==> src/rtl/fir_pkg.sv <==
package fir_pkg;
    localparam int NTAP  = 4;
    localparam int NTERM = 3;
    localparam int GUARD = 3;
    localparam int SHW   = 4;

    typedef struct packed {
        logic            en;
        logic            neg;
        logic [SHW-1:0]  sh;
    } term_cfg_t;

    // Index of tap t, term j = t*NTERM + j (MSB side holds tap 3).
    localparam logic [NTAP*NTERM*SHW-1:0] DEF_SH =
        {4'd0, 4'd0, 4'd2,  4'd0, 4'd4, 4'd1,  4'd0, 4'd3, 4'd1,  4'd0, 4'd3, 4'd2};
    localparam logic [NTAP*NTERM-1:0] DEF_EN  = 12'b001_011_011_011;
    localparam logic [NTAP*NTERM-1:0] DEF_NEG = 12'b001_010_000_000;

    function automatic term_cfg_t make_cfg(input logic en, input logic neg,
                                           input logic [SHW-1:0] sh);
        term_cfg_t c;
        c.en  = en;
        c.neg = neg;
        c.sh  = sh;
        return c;
    endfunction
endpackage

==> src/rtl/fir_delay_line.sv <==
module fir_delay_line #(
    parameter int DW    = 16,
    parameter int DEPTH = 3
) (
    input  logic                       clk,
    input  logic                       rst,
    input  logic                       in_valid,
    input  logic [DW-1:0]              in_data,
    output logic [DEPTH-1:0][DW-1:0]   taps
);
    always_ff @(posedge clk) begin
        if (rst) begin
            taps <= '0;
        end else if (in_valid) begin
            taps[0] <= in_data;
            for (int k = 1; k < DEPTH; k++) taps[k] <= taps[k-1];
        end
    end

    p_shift_r2: assert property (@(posedge clk) disable iff (rst)
        in_valid |=> (taps[0] == $past(in_data)) && (taps[DEPTH-1] == $past(taps[DEPTH-2])));
    p_hold_r3: assert property (@(posedge clk) disable iff (rst)
        !in_valid |=> $stable(taps));
endmodule

==> src/rtl/fir_tap_weight.sv <==
module fir_tap_weight
    import fir_pkg::*;
#(
    parameter int                         SW    = 19,
    parameter logic [NTERM*SHW-1:0]       SH    = '0,
    parameter logic [NTERM-1:0]           EN    = '0,
    parameter logic [NTERM-1:0]           NEG   = '0
) (
    input  logic signed [SW-1:0] x_ext,
    output logic signed [SW-1:0] w
);
    logic signed [NTERM-1:0][SW-1:0] term;

    for (genvar j = 0; j < NTERM; j++) begin : g_term
        localparam term_cfg_t CFG = make_cfg(EN[j], NEG[j], SH[j*SHW +: SHW]);
        logic signed [SW-1:0] shifted;
        assign shifted = x_ext >>> CFG.sh;
        if (!CFG.en) begin : g_off
            assign term[j] = '0;
        end else if (CFG.neg) begin : g_sub
            assign term[j] = -shifted;
        end else begin : g_add
            assign term[j] = shifted;
        end
    end

    always_comb begin
        w = '0;
        for (int j = 0; j < NTERM; j++) w = w + $signed(term[j]);
    end
endmodule

==> src/rtl/fir_sum_tree.sv <==
module fir_sum_tree #(
    parameter int SW   = 19,
    parameter int NTAP = 4,
    parameter int PIPE = 1
) (
    input  logic                     clk,
    input  logic                     rst,
    input  logic                     in_valid,
    input  logic [NTAP-1:0][SW-1:0]  w,
    output logic                     out_valid,
    output logic signed [SW-1:0]     out_y
);
    localparam int NPAIR = NTAP / 2;

    logic [NPAIR-1:0][SW-1:0] pair_c, pair_q;
    logic                     pv_q;
    logic signed [SW-1:0]     total;

    for (genvar p = 0; p < NPAIR; p++) begin : g_pair
        assign pair_c[p] = $signed(w[2*p]) + $signed(w[2*p+1]);
    end

    if (PIPE != 0) begin : g_pipe
        always_ff @(posedge clk) begin
            if (rst) begin
                pair_q <= '0;
                pv_q   <= 1'b0;
            end else begin
                pv_q <= in_valid;
                if (in_valid) pair_q <= pair_c;
            end
        end
    end else begin : g_comb
        assign pair_q = pair_c;
        assign pv_q   = in_valid;
    end

    always_comb begin
        total = '0;
        for (int p = 0; p < NPAIR; p++) total = total + $signed(pair_q[p]);
    end

    always_ff @(posedge clk) begin
        if (rst) begin
            out_valid <= 1'b0;
            out_y     <= '0;
        end else begin
            out_valid <= pv_q;
            if (pv_q) out_y <= total;
        end
    end

    // Overflow guard: a 32-bit sum must agree with the narrow one.
    always_ff @(posedge clk) begin
        if (!rst && pv_q) begin
            automatic int wide = 0;
            for (int p = 0; p < NPAIR; p++) wide = wide + int'($signed(pair_q[p]));
            p_no_overflow_r5: assert (wide == int'(total));
        end
    end
endmodule

==> src/rtl/fir_shiftadd.sv <==
module fir_shiftadd
    import fir_pkg::*;
#(
    parameter int                          DW    = 16,
    parameter int                          PIPE  = 1,
    parameter logic [NTAP*NTERM*SHW-1:0]   C_SH  = DEF_SH,
    parameter logic [NTAP*NTERM-1:0]       C_EN  = DEF_EN,
    parameter logic [NTAP*NTERM-1:0]       C_NEG = DEF_NEG
) (
    input  logic                 clk,
    input  logic                 rst,
    input  logic                 in_valid,
    input  logic [DW-1:0]        in_data,
    output logic                 out_valid,
    output logic [DW+GUARD-1:0]  out_y
);
    localparam int SW  = DW + GUARD;
    localparam int LAT = 1 + PIPE;

    logic [NTAP-2:0][DW-1:0] hist;
    logic [NTAP-1:0][DW-1:0] smp;
    logic [NTAP-1:0][SW-1:0] wts;
    logic signed [SW-1:0]    y_s;

    fir_delay_line #(.DW(DW), .DEPTH(NTAP-1)) u_dline (
        .clk(clk), .rst(rst), .in_valid(in_valid), .in_data(in_data), .taps(hist)
    );

    assign smp[0] = in_data;
    for (genvar t = 1; t < NTAP; t++) begin : g_smp
        assign smp[t] = hist[t-1];
    end

    for (genvar t = 0; t < NTAP; t++) begin : g_tap
        logic signed [SW-1:0] xe;
        logic signed [SW-1:0] wt;
        assign xe = {{GUARD{smp[t][DW-1]}}, smp[t]};
        fir_tap_weight #(
            .SW (SW),
            .SH (C_SH [t*NTERM*SHW +: NTERM*SHW]),
            .EN (C_EN [t*NTERM +: NTERM]),
            .NEG(C_NEG[t*NTERM +: NTERM])
        ) u_w (.x_ext(xe), .w(wt));
        assign wts[t] = wt;
    end

    fir_sum_tree #(.SW(SW), .NTAP(NTAP), .PIPE(PIPE)) u_tree (
        .clk(clk), .rst(rst), .in_valid(in_valid), .w(wts),
        .out_valid(out_valid), .out_y(y_s)
    );

    assign out_y = y_s;

    p_latency_r6: assert property (@(posedge clk) disable iff (rst)
        in_valid |-> ##LAT out_valid);
    p_idle_r3: assert property (@(posedge clk) disable iff (rst)
        !in_valid |-> ##LAT !out_valid);
    p_reset_r7: assert property (@(posedge clk)
        rst |=> (!out_valid && out_y == '0));
endmodule

==> config.mk <==
export PLATFORM = sky130hd
export DESIGN_NAME = fir_shiftadd
export DESIGN_NICKNAME = d
export VERILOG_FILES = /design/src/rtl/fir_pkg.sv /design/src/rtl/fir_delay_line.sv /design/src/rtl/fir_tap_weight.sv /design/src/rtl/fir_sum_tree.sv /design/src/rtl/fir_shiftadd.sv
export SDC_FILE = /design/constraint.sdc
export NUM_CORES = 1
export LEC_CHECK = 0
export CELL_PAD_IN_SITES_DETAIL_PLACEMENT = 0
export CELL_PAD_IN_SITES_GLOBAL_PLACEMENT = 1
export CORE_MARGIN = 8
export CORE_UTILIZATION = 50
export CTS_CLUSTER_DIAMETER = 150
export DETAILED_ROUTE_END_ITERATION = 12
export DONT_BUFFER_PORTS = 1
export PLACE_DENSITY = 0.88
export SETUP_SLACK_MARGIN = 0.05
export SLEW_MARGIN = 20
export SYNTH_ARGS = -nofsm -noshare
export SYNTH_HDL_FRONTEND = slang
export SYNTH_SLANG_ARGS = --single-unit
==> constraint.sdc <==
create_clock -name clk -period 5.1 [get_ports clk]
set_clock_uncertainty 0.15 [all_clocks]
set_input_delay 1.02 -clock clk [delete_from_list [all_inputs] [get_ports clk]]
set_output_delay 1.02 -clock clk [all_outputs]
set_load 0.01 [all_outputs]
==> flow_summary.toml, run 1 <==
[finish]
antenna_cells = 0
fillers = 1237
fin_util_pct = 53.9
area_delta_synth_final_pct = 5.85
drive_gt1_share_pct = 3.48
finalNetCount = 888
multi_input_area_um2 = 4560
final_area_um2 = 7450
ff_latch_area_um2 = 2020

[critical_path]
path_max_fanout = 3
cp-start-kind = "input port"
r2r_setup_slack_ps = 1510
cp_data_arrival_time_ps = 4000
crit_type = "input port to flip-flop"
crit_path_end_kind = "flip-flop"
r2r_cells = 11
cp.required_ps = 5200
rr_startpoint = "u_dline.taps[3]"
reg2reg_to = "u_tree.pair_q[12]"

[route]
via_per_inst = 5.60
drt_first_pass_iters = 4
vias = 5344
drtIter0Drc = 243
ant_nets = 0
drc = 0
drt_wl_total_um = 14500
drt-wirelength-per-cell_um = 15.2

[run]
maxCapViolations = 0

[synth]
syn_area_per_cell_um2 = 8.91
ys.flop_type = "dfxtp_1"
ys_ff_latch = 101
synth_cells = 790
ys_types = 60
synth-edff-count = 0
synthArstFlopShare_pct = 0
seq_area_frac_synth_pct = 28.7
syn-cell-area_um2 = 7040
syn_nets = 908
yosys_warnings = 0

[timing]
finalSetupTns_ps = 0
relSlewSlack_pct = 44.1
fin_crit_ps = 3900
finalSetupViolCount = 0
fin_crit_sh_pct = 76.6
rsz0062_at_grt = "no"
finalMaxSlewViolations = 0
max_freq_ghz = 0.256
hold_viol = 0
worst_pin_slew_ps = 818

[floorplan]
rows = 43
die_area_um2 = 18100
die_x_um = 135
core_area_um2 = 13800
start_util_pct = 50.9
die_h_um = 135
io-pin-count = 39

[place]
gp_congestion = 0.871
io_buffers = 0
dpl_cell_area_um2 = 7150
hpwl_um = 10800

[power_and_ir_drop]
p_total_w = 0.00255
ir_worst_vdd_v = 0.000279
p_leak_nw = 3.32
power_density_nw_per_um2 = 343

[global_routing]
grt_max_degree = 105
grt_pass1_vias = 5365
track_usage_pct = 16.9
grt_overflow_total = 0
antenna_found_initial = 0
grt_pass1_wl_um = 25200

[clock_network]
numCtsBuffers = 9
tritoncts = "yes"
cts_buffer_depth = 2
cts_htree_levels = 3
cts_resized = 0
hold_buffers = 0
clock_latency_ps = 350
numClockSinks = 101
path_clk_slew_ps = 70
cts_root_buf = "clkbuf_16"
cts_setup_buffers = 0

[hold_path]
holdPathEnd = "u_tree.pair_q[14]"
whs_path_depth = 2
hp-start = "u_tree.pair_q[14]"
hold_path_class = "flip-flop to flip-flop"

[status]
status = "finished, final reports clean"
## metrics by stage
step / hold WS (ps) / setup WS (ps) / cells
final: 324 / 1200 / 955
after global routing: 357 / 938 / 955
after CTS: 327 / 1220 / 955
after detailed placement: 307 / 851 / 939
after global placement: 305 / 860 / 939
after floorplan: 282 / 1230 / 790
## sequential cells by signal, summed over array words and instances (netlist names)
| signal | flops |
|---|---|
| u_tree.out_valid | 1 |
| u_tree.out_y | 19 |
| u_tree.pv_q | 1 |
| u_dline.taps | 44 |
| u_tree.pair_q | 36 |
## where the power goes
| group | switching [W] | total [W] | internal (W) |
|---|---|---|---|
| Clock | 0.000295 | 0.000689 | 0.000394 |
| Combinational | 0.000526 | 0.000920 | 0.000393 |
| Sequential | 0.0000686 | 0.000945 | 0.000876 |
| Total | 0.000889 | 0.00255 | 0.00166 |
## cell usage in the layout (no fill, tap or decap), drive strengths merged, types with 5 or more instances in the layout
cell type / synthesis / routed
a2111oi: 5 / 5
a211oi: 14 / 14
a21o: 27 / 27
a21oi: 39 / 39
a311o: 5 / 5
a31oi: 6 / 6
and3: 7 / 7
and4: 6 / 6
clkbuf: 16 / 11
clkinv: 2 / 5
dfxtp: 101 / 101
fa: 41 / 41
ha: 58 / 58
inv: 88 / 88
mux2i: 61 / 61
nand2: 35 / 35
nand3: 18 / 18
nand4: 8 / 8
nor2: 95 / 95
nor3: 12 / 12
o211ai: 9 / 9
o21ai: 23 / 23
o22ai: 7 / 7
or3: 7 / 7
xnor2: 14 / 14
xor2: 11 / 11
## kinds of logic after synthesis
logic type / after synthesis / share of synthesized area (%)
DFF: 101 / 28.7
xor gates and xnor gates: 25 / 3.11
and+or+nand+nor: 212 / 14.1
buffers and inverters: 122 / 6.56
adders and majority gates: 99 / 22.0
AOI/OAI and AO/OA: 170 / 16.9
muxes: 61 / 8.67
## cells in the mapped netlist (7+ instances only)
master | count | area share (%)
a211oi_1 | 13 | 1.4
a21o_1 | 27 | 2.9
a21oi_1 | 39 | 2.8
and3_1 | 7 | 0.62
buf_1 | 13 | 0.69
clkbuf_1 | 16 | 0.85
dfxtp_1 | 101 | 29
fa_1 | 41 | 12
ha_1 | 58 | 10
inv_1 | 88 | 4.7
mux2i_1 | 61 | 8.7
nand2_1 | 35 | 1.9
nand3_1 | 18 | 1.3
nand4_1 | 8 | 0.71
nor2_1 | 95 | 5.1
nor3_1 | 12 | 0.85
o211ai_1 | 9 | 0.96
o21ai_0 | 22 | 1.6
o22ai_1 | 7 | 0.62
or3_1 | 7 | 0.62
xnor2_1 | 14 | 1.7
xor2_1 | 11 | 1.4
## worst max path at each step
stage | endpoint | cells after the start | from
after floorplan | u_tree.pair_q[12] | 11 | in_data[4]
after global placement | u_tree.pair_q[12] | 11 | in_data[4]
after detailed placement | u_tree.pair_q[12] | 11 | in_data[4]
after CTS | u_tree.pair_q[12] | 11 | in_data[4]
after global routing | u_tree.pair_q[14] | 11 | in_data[5]
final | u_tree.pair_q[12] | 11 | in_data[4]
## worst max-delay path, stage by stage
cell,delay [ps]
inv_1,60
fa_1,510
fa_1,510
inv_1,60
ha_1,320
a211oi_1,360
o211ai_1,210
a31oi_1,400
xor2_1,270
nor2_1,70
a31o_2,220
## cell type report
cell class	count	area share [%]
sequential	101	27.1
clock inverter	5	0.806
tap	180	3.02
multi-input combinational	567	61.1
inverter	90	4.53
clock buffer	11	3.26
timing repair buffer	1	0.101
## layer usage
metal | routed length (um) | GRT usage (%) | vias to the layer above
met5 | 0 | 0 | -
met4 | 132 | 5.68 | 0
met3 | 803 | 4.49 | 11
met2 | 6470 | 26.7 | 102
met1 | 7080 | 21.9 | 2505
li1 | - | - | 2726
No activity file was read; power rests on OpenSTA's default activity.
==> run 2, diff against run 1 <==
==> constraint.sdc (replaced) <==
create_clock -name clk -period 4.1 [get_ports clk]
set_clock_uncertainty 0.15 [all_clocks]
set_input_delay 0.82 -clock clk [delete_from_list [all_inputs] [get_ports clk]]
set_output_delay 0.82 -clock clk [all_outputs]
set_load 0.01 [all_outputs]
==> flow_summary.toml, run 2 (synthesis results as in run 1) <==
[finish]
reg_top3 = "u_dline.taps: 44 flops, u_tree.pair_q: 36 flops, u_tree.out_y: 19 flops"
area_delta_synth_final_pct = 5.94
largest_reg_flops = 44
antenna_cells = 0
drive_gt1_share_pct = 3.86
finalNetCount = 890
final_cell_mix = "dfxtp_1, nor2_1, inv_1, mux2i_1, ha_1"
top_register = "u_dline.taps"
final_common_cell = "dfxtp_1"
fin_cells = 957

[critical_path]
crit_path_end = "u_tree.pair_q[12]"
cp.required_ps = 4200
crit_start = "in_data[4]"
path_max_fanout = 3
reg2reg_to = "u_tree.pair_q[12]"
r2r_setup_slack_ps = 580
rr_startpoint = "u_dline.taps[3]"
crit_path_end_kind = "flip-flop"
r2r_cells = 11
cp-start-kind = "input port"
cp_data_arrival_time_ps = 3720
crit_type = "input port to flip-flop"

[floorplan]
start_util_pct = 50.9
core_area_um2 = 13800
die_h_um = 135
die_area_um2 = 18100
rows = 43
io-pin-count = 39
die_x_um = 135

[clock_network]
cts_setup_buffers = 0
path_clk_slew_ps = 70
numClockSinks = 101
cts_htree_levels = 3
numCtsBuffers = 9
tritoncts = "yes"
clock_latency_ps = 360
cts_resized = 0
hold_buffers = 0
cts_buffer_depth = 2
cts_root_buf = "clkbuf_16"

[global_routing]
grt_overflow_total = 0
grt_pass1_vias = 5343
track_usage_pct = 17.0
grt_max_degree = 105
grt_pass1_wl_um = 25100
antenna_found_initial = 0

[route]
ant_nets = 0
drt_first_pass_iters = 5
drt_wl_total_um = 14500
vias = 5431
drt-wirelength-per-cell_um = 15.2
drc = 0
drtIter0Drc = 289
via_per_inst = 5.68

[timing]
fin_crit_sh_pct = 88.4
max_freq_ghz = 0.276
fin_crit_ps = 3620
finalSetupViolCount = 0
finalSetupTns_ps = 0
hold_viol = 0
rsz0062_at_grt = "no"
worst_pin_slew_ps = 794
relSlewSlack_pct = 45.7
finalMaxSlewViolations = 0

[power_and_ir_drop]
pwr-share-seq_pct = 37.6
p_leak_nw = 3.33
power_density_nw_per_um2 = 421
p_total_w = 0.00314
swShare_pct = 35.7
combPwrFrac_pct = 36.0
clkPwrFrac_pct = 26.4
ir_worst_vdd_v = 0.000308
intPower_w = 0.00202
p_sw_w = 0.00112

[run]
maxCapViolations = 0

[place]
placedCellCount = 941
io_buffers = 0
gp_congestion = 0.849
hpwl_um = 11000

[hold_path]
hp-start = "u_tree.pair_q[11]"
hold_path_class = "flip-flop to flip-flop"

[status]
status = "finished, final reports clean"
## run 2: cell types whose count changed in the layout (fill, tap and decap cells not counted)
cell / before / now
clkinvlp_4: 1 / 0
inv_6: 0 / 2
clkinv_4: 2 / 3
clkbuf_1: 1 / 0
bufinv_16: 1 / 0
inv_8: 0 / 1
clkinv_2: 1 / 0
buf_4: 1 / 3
## run 2: worst min-delay path by stage
stage / end / slack (ps) / cells past startpoint
after floorplan: u_tree.pair_q[14] / 280 / 2
after global placement: u_tree.pair_q[35] / 310 / 2
after detailed placement: u_tree.pair_q[11] / 320 / 2
after CTS: u_tree.pair_q[11] / 330 / 2
after global routing: u_tree.pair_q[30] / 350 / 2
final: u_tree.pair_q[11] / 330 / 2
## run 2: worst max-delay path: stages
cell,delay (ps)
inv_1,60
fa_1,510
fa_1,520
inv_1,70
ha_1,300
a211oi_1,380
o211ai_1,230
a31oi_1,380
xor2_1,170
nor2_1,60
a31o_2,220
## run 2: area by class of cell
type	instances	area, um^2
clock buffers	10	239
multi-input cells	567	4560
repair buffers	3	22.5
well taps	180	225
fillers	1257	6370
flip-flops and latches	101	2020
clock inverters	6	55.1
inverters	90	338
## run 2: power by group through the flow
stage                     Sequential, W  Clock [W]  Combinational (W)
after floorplan                 0.00117          0           0.000933
after global placement          0.00120          0            0.00109
after detailed placement        0.00120          0            0.00112
after CTS                       0.00118   0.000861            0.00113
after global routing            0.00120   0.000901            0.00129
final                           0.00118   0.000830            0.00113
## run 2: metrics by stage
| step | hold WS [ps] | instance area [um^2] | util, % | setup WS (ps) |
|---|---|---|---|---|
| CTS | 334 | 7460 | 53.9 | 501 |
| detailed placement | 323 | 7160 | 51.8 | 131 |
| global route | 348 | 7460 | 53.9 | 318 |
| floorplan | 282 | 7040 | - | 427 |
| finish | 333 | 7460 | 53.9 | 475 |
| global placement | 306 | 7160 | 51.8 | 148 |
## run 2: metal layers
metal / vias up / track usage [%] / part of all wire, %
li1: 2725 / - / -
met1: 2564 / 21.6 / 47
met2: 123 / 27.1 / 45
met3: 19 / 5.24 / 6.2
met4: 0 / 4.62 / 1.5
met5: - / 0 / 0
